<file path="src/rtl/arm_ctx_pkg.sv">
package arm_ctx_pkg;
  // Armed/Triggered pair of one context
  typedef struct packed {
    logic trig;
    logic armed;
  } at_pair_t;
endpackage

</file>
<file path="src/rtl/arm_ctx_pair_next.sv">
module arm_ctx_pair_next
  import arm_ctx_pkg::*;
(
  input  at_pair_t cur,
  input  logic     tlb,
  input  logic     issue,
  input  logic     sw_we,
  input  logic     sw_arm,
  input  logic     sw_trig,
  output at_pair_t nxt
);
  at_pair_t after_tlb;
  at_pair_t after_iss;

  always_comb begin
    // purge rule first: only an armed, untriggered context is disarmed
    after_tlb = cur;
    if (tlb && cur.armed && !cur.trig) begin
      after_tlb = '0;
    end
    // issue rule applied to the purge result
    after_iss = after_tlb;
    if (issue) begin
      case ({after_tlb.trig, after_tlb.armed})
        2'b01:   after_iss = '{trig: 1'b1, armed: 1'b0};
        2'b10:   after_iss = '0;
        default: after_iss = after_tlb;
      endcase
    end
    // software owns Armed and the clearing of Triggered
    nxt = after_iss;
    if (sw_we) begin
      nxt.armed = sw_arm;
      nxt.trig  = after_iss.trig & sw_trig;
    end
  end
endmodule

</file>
<file path="src/rtl/arm_ctx_slot.sv">
module arm_ctx_slot
  import arm_ctx_pkg::*;
(
  input  logic clk,
  input  logic rst_n,
  input  logic tlb,
  input  logic ctx_we,
  input  logic ctx_wd_arm,
  input  logic ctx_wd_trig,
  input  logic issue,
  input  logic cmd_we,
  input  logic cmd_wd_ready,
  input  logic cmd_wd_abort_en,
  input  logic cmd_wd_purge_seen,
  input  logic pf_we,
  input  logic ofs_we,
  input  logic consumed,
  input  logic start,
  output logic armed_o,
  output logic trig_o,
  output logic ready_o,
  output logic purge_seen_o,
  output logic abort_en_o,
  output logic cmd_wr_en_o,
  output logic pf_wr_en_o,
  output logic ofs_wr_en_o,
  output logic start_abort_o
);
  at_pair_t pair_q, pair_d;
  logic     ready_q, ready_d;
  logic     ps_q, ps_d;
  logic     ae_q, ae_d;
  logic     setup_ok;
  logic     cmd_acc;
  logic     upd_en;

  arm_ctx_pair_next u_pair (
    .cur     (pair_q),
    .tlb     (tlb),
    .issue   (issue),
    .sw_we   (ctx_we),
    .sw_arm  (ctx_wd_arm),
    .sw_trig (ctx_wd_trig),
    .nxt     (pair_d)
  );

  always_comb begin
    setup_ok = pair_q.armed & ~ready_q;
    cmd_acc  = cmd_we & setup_ok;
    ready_d  = ready_q;
    if (cmd_acc) begin
      ready_d = cmd_wd_ready;
    end else if (consumed) begin
      ready_d = 1'b0;
    end
    ps_d   = (ps_q | tlb) & (~cmd_acc | cmd_wd_purge_seen);
    ae_d   = cmd_acc ? cmd_wd_abort_en : ae_q;
    upd_en = tlb | ctx_we | issue | cmd_acc | consumed;
  end

  always_ff @(posedge clk or negedge rst_n) begin
    if (!rst_n) begin
      pair_q  <= '0;
      ready_q <= 1'b0;
      ps_q    <= 1'b0;
      ae_q    <= 1'b0;
    end else if (upd_en) begin
      pair_q  <= pair_d;
      ready_q <= ready_d;
      ps_q    <= ps_d;
      ae_q    <= ae_d;
    end
  end

  assign armed_o       = pair_q.armed;
  assign trig_o        = pair_q.trig;
  assign ready_o       = ready_q;
  assign purge_seen_o  = ps_q;
  assign abort_en_o    = ae_q;
  assign cmd_wr_en_o   = cmd_acc;
  assign pf_wr_en_o    = pf_we & setup_ok;
  assign ofs_wr_en_o   = ofs_we & setup_ok;
  assign start_abort_o = start & ps_q & ae_q;
endmodule

</file>
<file path="src/rtl/arm_ctx_top.sv">
module arm_ctx_top #(
  parameter int N_CTX = 2
) (
  input  logic             clk,
  input  logic             rst_n,
  input  logic             tlb_purge,
  input  logic [N_CTX-1:0] ctx_we,
  input  logic [N_CTX-1:0] ctx_wd_arm,
  input  logic [N_CTX-1:0] ctx_wd_trig,
  input  logic [N_CTX-1:0] op_issue,
  input  logic [N_CTX-1:0] cmd_we,
  input  logic [N_CTX-1:0] cmd_wd_ready,
  input  logic [N_CTX-1:0] cmd_wd_abort_en,
  input  logic [N_CTX-1:0] cmd_wd_purge_seen,
  input  logic [N_CTX-1:0] pf_we,
  input  logic [N_CTX-1:0] ofs_we,
  input  logic [N_CTX-1:0] eng_consumed,
  input  logic [N_CTX-1:0] eng_start,
  output logic [N_CTX-1:0] armed,
  output logic [N_CTX-1:0] triggered,
  output logic [N_CTX-1:0] ready,
  output logic [N_CTX-1:0] purge_seen,
  output logic [N_CTX-1:0] abort_en,
  output logic [N_CTX-1:0] cmd_wr_en,
  output logic [N_CTX-1:0] pf_wr_en,
  output logic [N_CTX-1:0] ofs_wr_en,
  output logic [N_CTX-1:0] start_abort
);
  localparam int SYNC_STAGES = 2;

  logic [SYNC_STAGES-1:0] rst_pipe;
  logic                   rst_sync_n;

  // asynchronous assert, synchronous release
  always_ff @(posedge clk or negedge rst_n) begin
    if (!rst_n) begin
      rst_pipe <= '0;
    end else begin
      rst_pipe <= {rst_pipe[SYNC_STAGES-2:0], 1'b1};
    end
  end
  assign rst_sync_n = rst_pipe[SYNC_STAGES-1];

  for (genvar g = 0; g < N_CTX; g++) begin : g_ctx
    arm_ctx_slot u_slot (
      .clk               (clk),
      .rst_n             (rst_sync_n),
      .tlb               (tlb_purge),
      .ctx_we            (ctx_we[g]),
      .ctx_wd_arm        (ctx_wd_arm[g]),
      .ctx_wd_trig       (ctx_wd_trig[g]),
      .issue             (op_issue[g]),
      .cmd_we            (cmd_we[g]),
      .cmd_wd_ready      (cmd_wd_ready[g]),
      .cmd_wd_abort_en   (cmd_wd_abort_en[g]),
      .cmd_wd_purge_seen (cmd_wd_purge_seen[g]),
      .pf_we             (pf_we[g]),
      .ofs_we            (ofs_we[g]),
      .consumed          (eng_consumed[g]),
      .start             (eng_start[g]),
      .armed_o           (armed[g]),
      .trig_o            (triggered[g]),
      .ready_o           (ready[g]),
      .purge_seen_o      (purge_seen[g]),
      .abort_en_o        (abort_en[g]),
      .cmd_wr_en_o       (cmd_wr_en[g]),
      .pf_wr_en_o        (pf_wr_en[g]),
      .ofs_wr_en_o       (ofs_wr_en[g]),
      .start_abort_o     (start_abort[g])
    );
  end
endmodule

</file>
<file path="config.mk">
export PLATFORM = sky130hd
export DESIGN_NAME = arm_ctx_top
export DESIGN_NICKNAME = d
export VERILOG_FILES = /design/src/rtl/arm_ctx_pkg.sv /design/src/rtl/arm_ctx_pair_next.sv /design/src/rtl/arm_ctx_slot.sv /design/src/rtl/arm_ctx_top.sv
export SDC_FILE = /design/constraint.sdc
export NUM_CORES = 1
export LEC_CHECK = 0
export BUFFER_PORTS_ARGS = -buffer_cell sky130_fd_sc_hd__buf_2
export CAP_MARGIN = 20
export CORE_MARGIN = 2
export CORE_UTILIZATION = 44
export DETAILED_ROUTE_END_ITERATION = 10
export GPL_TIMING_DRIVEN = 0
export PLACE_DENSITY = 0.89
export SYNTH_ARGS = -nofsm -noshare
export SYNTH_HDL_FRONTEND = slang
export SYNTH_SLANG_ARGS = --single-unit
</file>
<file path="constraint.sdc">
create_clock -name clk -period 1.7 [get_ports clk]
set_input_delay 0.255 -clock clk [delete_from_list [all_inputs] [get_ports clk]]
set_output_delay 0.255 -clock clk [all_outputs]
set_load 0.1 [all_outputs]
</file>
==> results.py <==
metrics = {
    "status": {
        "status": "complete, no violations",
    },
    "synth": {
        "synth_cell_type_count": 19,
        "ys_ff_latch": 12,
        "netlist_area_um2": 709,
        "yosysWarnings": 0,
        "synth.avg_cell_area_um2": 10.6,
        "syn_inst": 67,
        "yosysSeqAreaShare_pct": 42.3,
        "synth_fp_nets": 94,
    },
    "worst_setup_path": {
        "crit_family": "flip-flops",
        "crit_path_start_kind": "flop",
        "path_cells": "and2b_1 -> and2_1 -> buf_4 -> buf_8",
        "cp_max_fo": 4,
        "slowest_stage": "dfrtp_2",
        "endpoint_kind": "output pin",
        "path_depth": 4,
        "worst-path-buf-inv": 2,
        "cp.arrival_ps": 1370,
        "reg2reg_depth": 2,
        "slowest_delay_ps": 450,
        "cp.required_ps": 1440,
        "criticalPathCategory": "flop to output pin",
    },
    "clocking": {
        "cts_num_sinks": 12,
        "path_clk_slew_ps": 70,
        "cts_setup_buffers": 0,
        "clk_path_buf_depth": 2,
        "root_buffer": "clkbuf_4",
        "clk_latency_ps": 270,
        "cts_tree": "done",
        "numCtsBuffers": 3,
        "htreeDepth": 1,
    },
    "cells_and_area": {
        "drive_above_1_share_pct": 67.2,
        "diodes": 0,
        "area_growth_pct": 45.9,
        "nets": 144,
        "final_util_pct": 68.7,
    },
    "die": {
        "fp.dieW_um": 44.2,
        "pin_count": 45,
        "core-area_um2": 1510,
        "rows": 14,
        "die_h_um": 44.2,
        "start_util_pct": 47.1,
        "die_area_um2": 1950,
    },
    "drt": {
        "first_pass_iters": 4,
        "drc": 0,
        "vias": 611,
        "viasPerCell": 4.63,
        "wire_per_inst_um": 10.8,
        "ant_nets": 0,
        "drt-initial-drc-count": 12,
        "drt_wl_total_mm": 1.43,
    },
    "global_routing": {
        "antenna_found_initial": 0,
        "grt_pass1_wl_mm": 2.43,
        "grt_pass1_vias": 625,
        "gr-usage-all-layers_pct": 17.2,
        "grt_max_degree": 11,
        "grt_overflow": 0,
    },
    "sta": {
        "rsz0062_at_grt": "no",
        "setup_tns_ps": 0,
        "setup_viol": 0,
        "finalCritPeriodShare_pct": 95.6,
        "layout_min_cycle_time_ps": 1630,
        "slew_viol_final": 0,
        "hold_viol_final": 0,
        "fmax_ghz": 0.615,
        "fin_skew_ps": 0.448,
    },
    "power": {
        "power.density_nw_per_um2": 1060,
        "leakagePower_nw": 0.611,
        "power_mw": 1.10,
        "ir_worst_vdd_v": 0.000587,
    },
    "placement": {
        "gp_congestion": 0.706,
        "place_hpwl_mm": 1.17,
        "portBuffers": 44,
    },
    "worst_hold_path": {
        "hold_path.class": "flop to asynchronous set/reset pin",
    },
    "flow_run": {
        "drv_cap": 0,
    },
}
[synthesized netlist by cell type]
cell	count	area, um2
mux2_4	1	15.0
o22a_2	2	20.0
and2b_1	1	7.51
a32o_1	2	20.0
and3_1	2	12.5
dfrtp_1	12	300
nor2b_1	1	6.26
nand2_1	2	7.51
inv_1	9	33.8
nand2b_1	2	12.5
buf_4	18	135
conb_1	1	3.75
and2_1	4	25.0
mux2_2	1	11.3
nand3b_4	2	40.0
o31ai_1	2	15.0
inv_2	1	3.75
a222oi_1	2	20.0
o21ba_2	2	20.0
[worst reg2reg max path, stage by stage, from the launching register on]
cell and delay (ps):
dfrtp_2 450, and2b_1 200, a32o_1 260
[registers in the layout, summed over array words and instances, names as in the netlist]
| name | cells |
|---|---|
| g_ctx.u_slot.ready_o | 2 |
| g_ctx.u_slot.armed_o | 2 |
| rst_pipe | 2 |
| g_ctx.u_slot.purge_seen_o | 2 |
| g_ctx.u_slot.abort_en_o | 2 |
| g_ctx.u_slot.trig_o | 2 |
[timing repair]
| action | CTS | global route |
|---|---|---|
| resized for setup | 8 | 6 |
| setup endpoints to repair | 4 | 6 |
| hold buffers | 1 | 0 |
| endpoints found under the hold margin | 2 | 0 |
[per-stage QoR]
step	hold slack [ps]	instances	cell area, um2	setup WS [ps]
after floorplan	-40.6	67	709	462
after global placement	41.6	127	950	187
after detailed placement	43.7	127	950	110
after CTS	177	132	1020	8.88
after global routing	183	132	1030	0.276
final	161	132	1030	74.6
[final timing paths]
check / from / endpoint / slack [ps]
hold / removal: rst_pipe[1] / g_ctx[1].u_slot.purge_seen_o / 160
max in group asynchronous: rst_pipe[1] / g_ctx[0].u_slot.armed_o / 1240
setup reg to reg: g_ctx[1].u_slot.armed_o / g_ctx[1].u_slot.ready_o / 690
hold reg to reg: rst_pipe[1] / g_ctx[1].u_slot.purge_seen_o / 160
min in group clk: ctx_we[0] / g_ctx[0].u_slot.armed_o / 190
setup / recovery: g_ctx[1].u_slot.armed_o / ofs_wr_en[1] / 70
[placed cells by master, fill, tap and decap left out, types with 2 or more instances in the layout]
| master | n |
|---|---|
| inv_1 | 9 |
| nand2_1 | 2 |
| buf_4 | 18 |
| buf_2 | 38 |
| buf_6 | 3 |
| o21ba_2 | 2 |
| o31ai_1 | 2 |
| dfrtp_1 | 10 |
| a222oi_1 | 2 |
| dfrtp_2 | 2 |
| nand2b_1 | 2 |
| clkbuf_4 | 5 |
| and3_1 | 2 |
| a32o_1 | 2 |
| and2_1 | 4 |
| nand3b_4 | 2 |
| o22a_2 | 2 |
[report_power, final]
part | switching [mW] | internal [mW]
combinational | 0.382 | 0.155
sequential | 0.0283 | 0.315
clock | 0.0892 | 0.130
total | 0.500 | 0.601
[area by class of cell]
type / instances / area [um2]
flip-flops and latches: 12 / 303
multi-input cells: 27 / 239
repair buffers: 45 / 264
fillers: 119 / 472
inverters: 10 / 37.5
well taps: 16 / 20.0
plain buffers: 18 / 135
clock buffers: 4 / 36.3
[metal layers]
layer,track usage (%),share of wire [%]
met4,5.45,0.77
met2,32.4,54
met3,6.53,7.3
met1,17.3,38
met5,0,0
[kinds of logic (layout without fill, tap and decap cells)]
family                 count (synthesis)  count (layout)  share of synthesized area, %
multiplexers                           2               2                          3.70
flip-flops                            12              12                          42.3
AND/OR/NAND/NOR                       14              14                          15.7
buffers and inverters                 28              77                          24.3
AO/OA/AOI/OAI                         10              10                          13.4
other                                  1               1                         0.529
(Power assumes the default switching activity.)
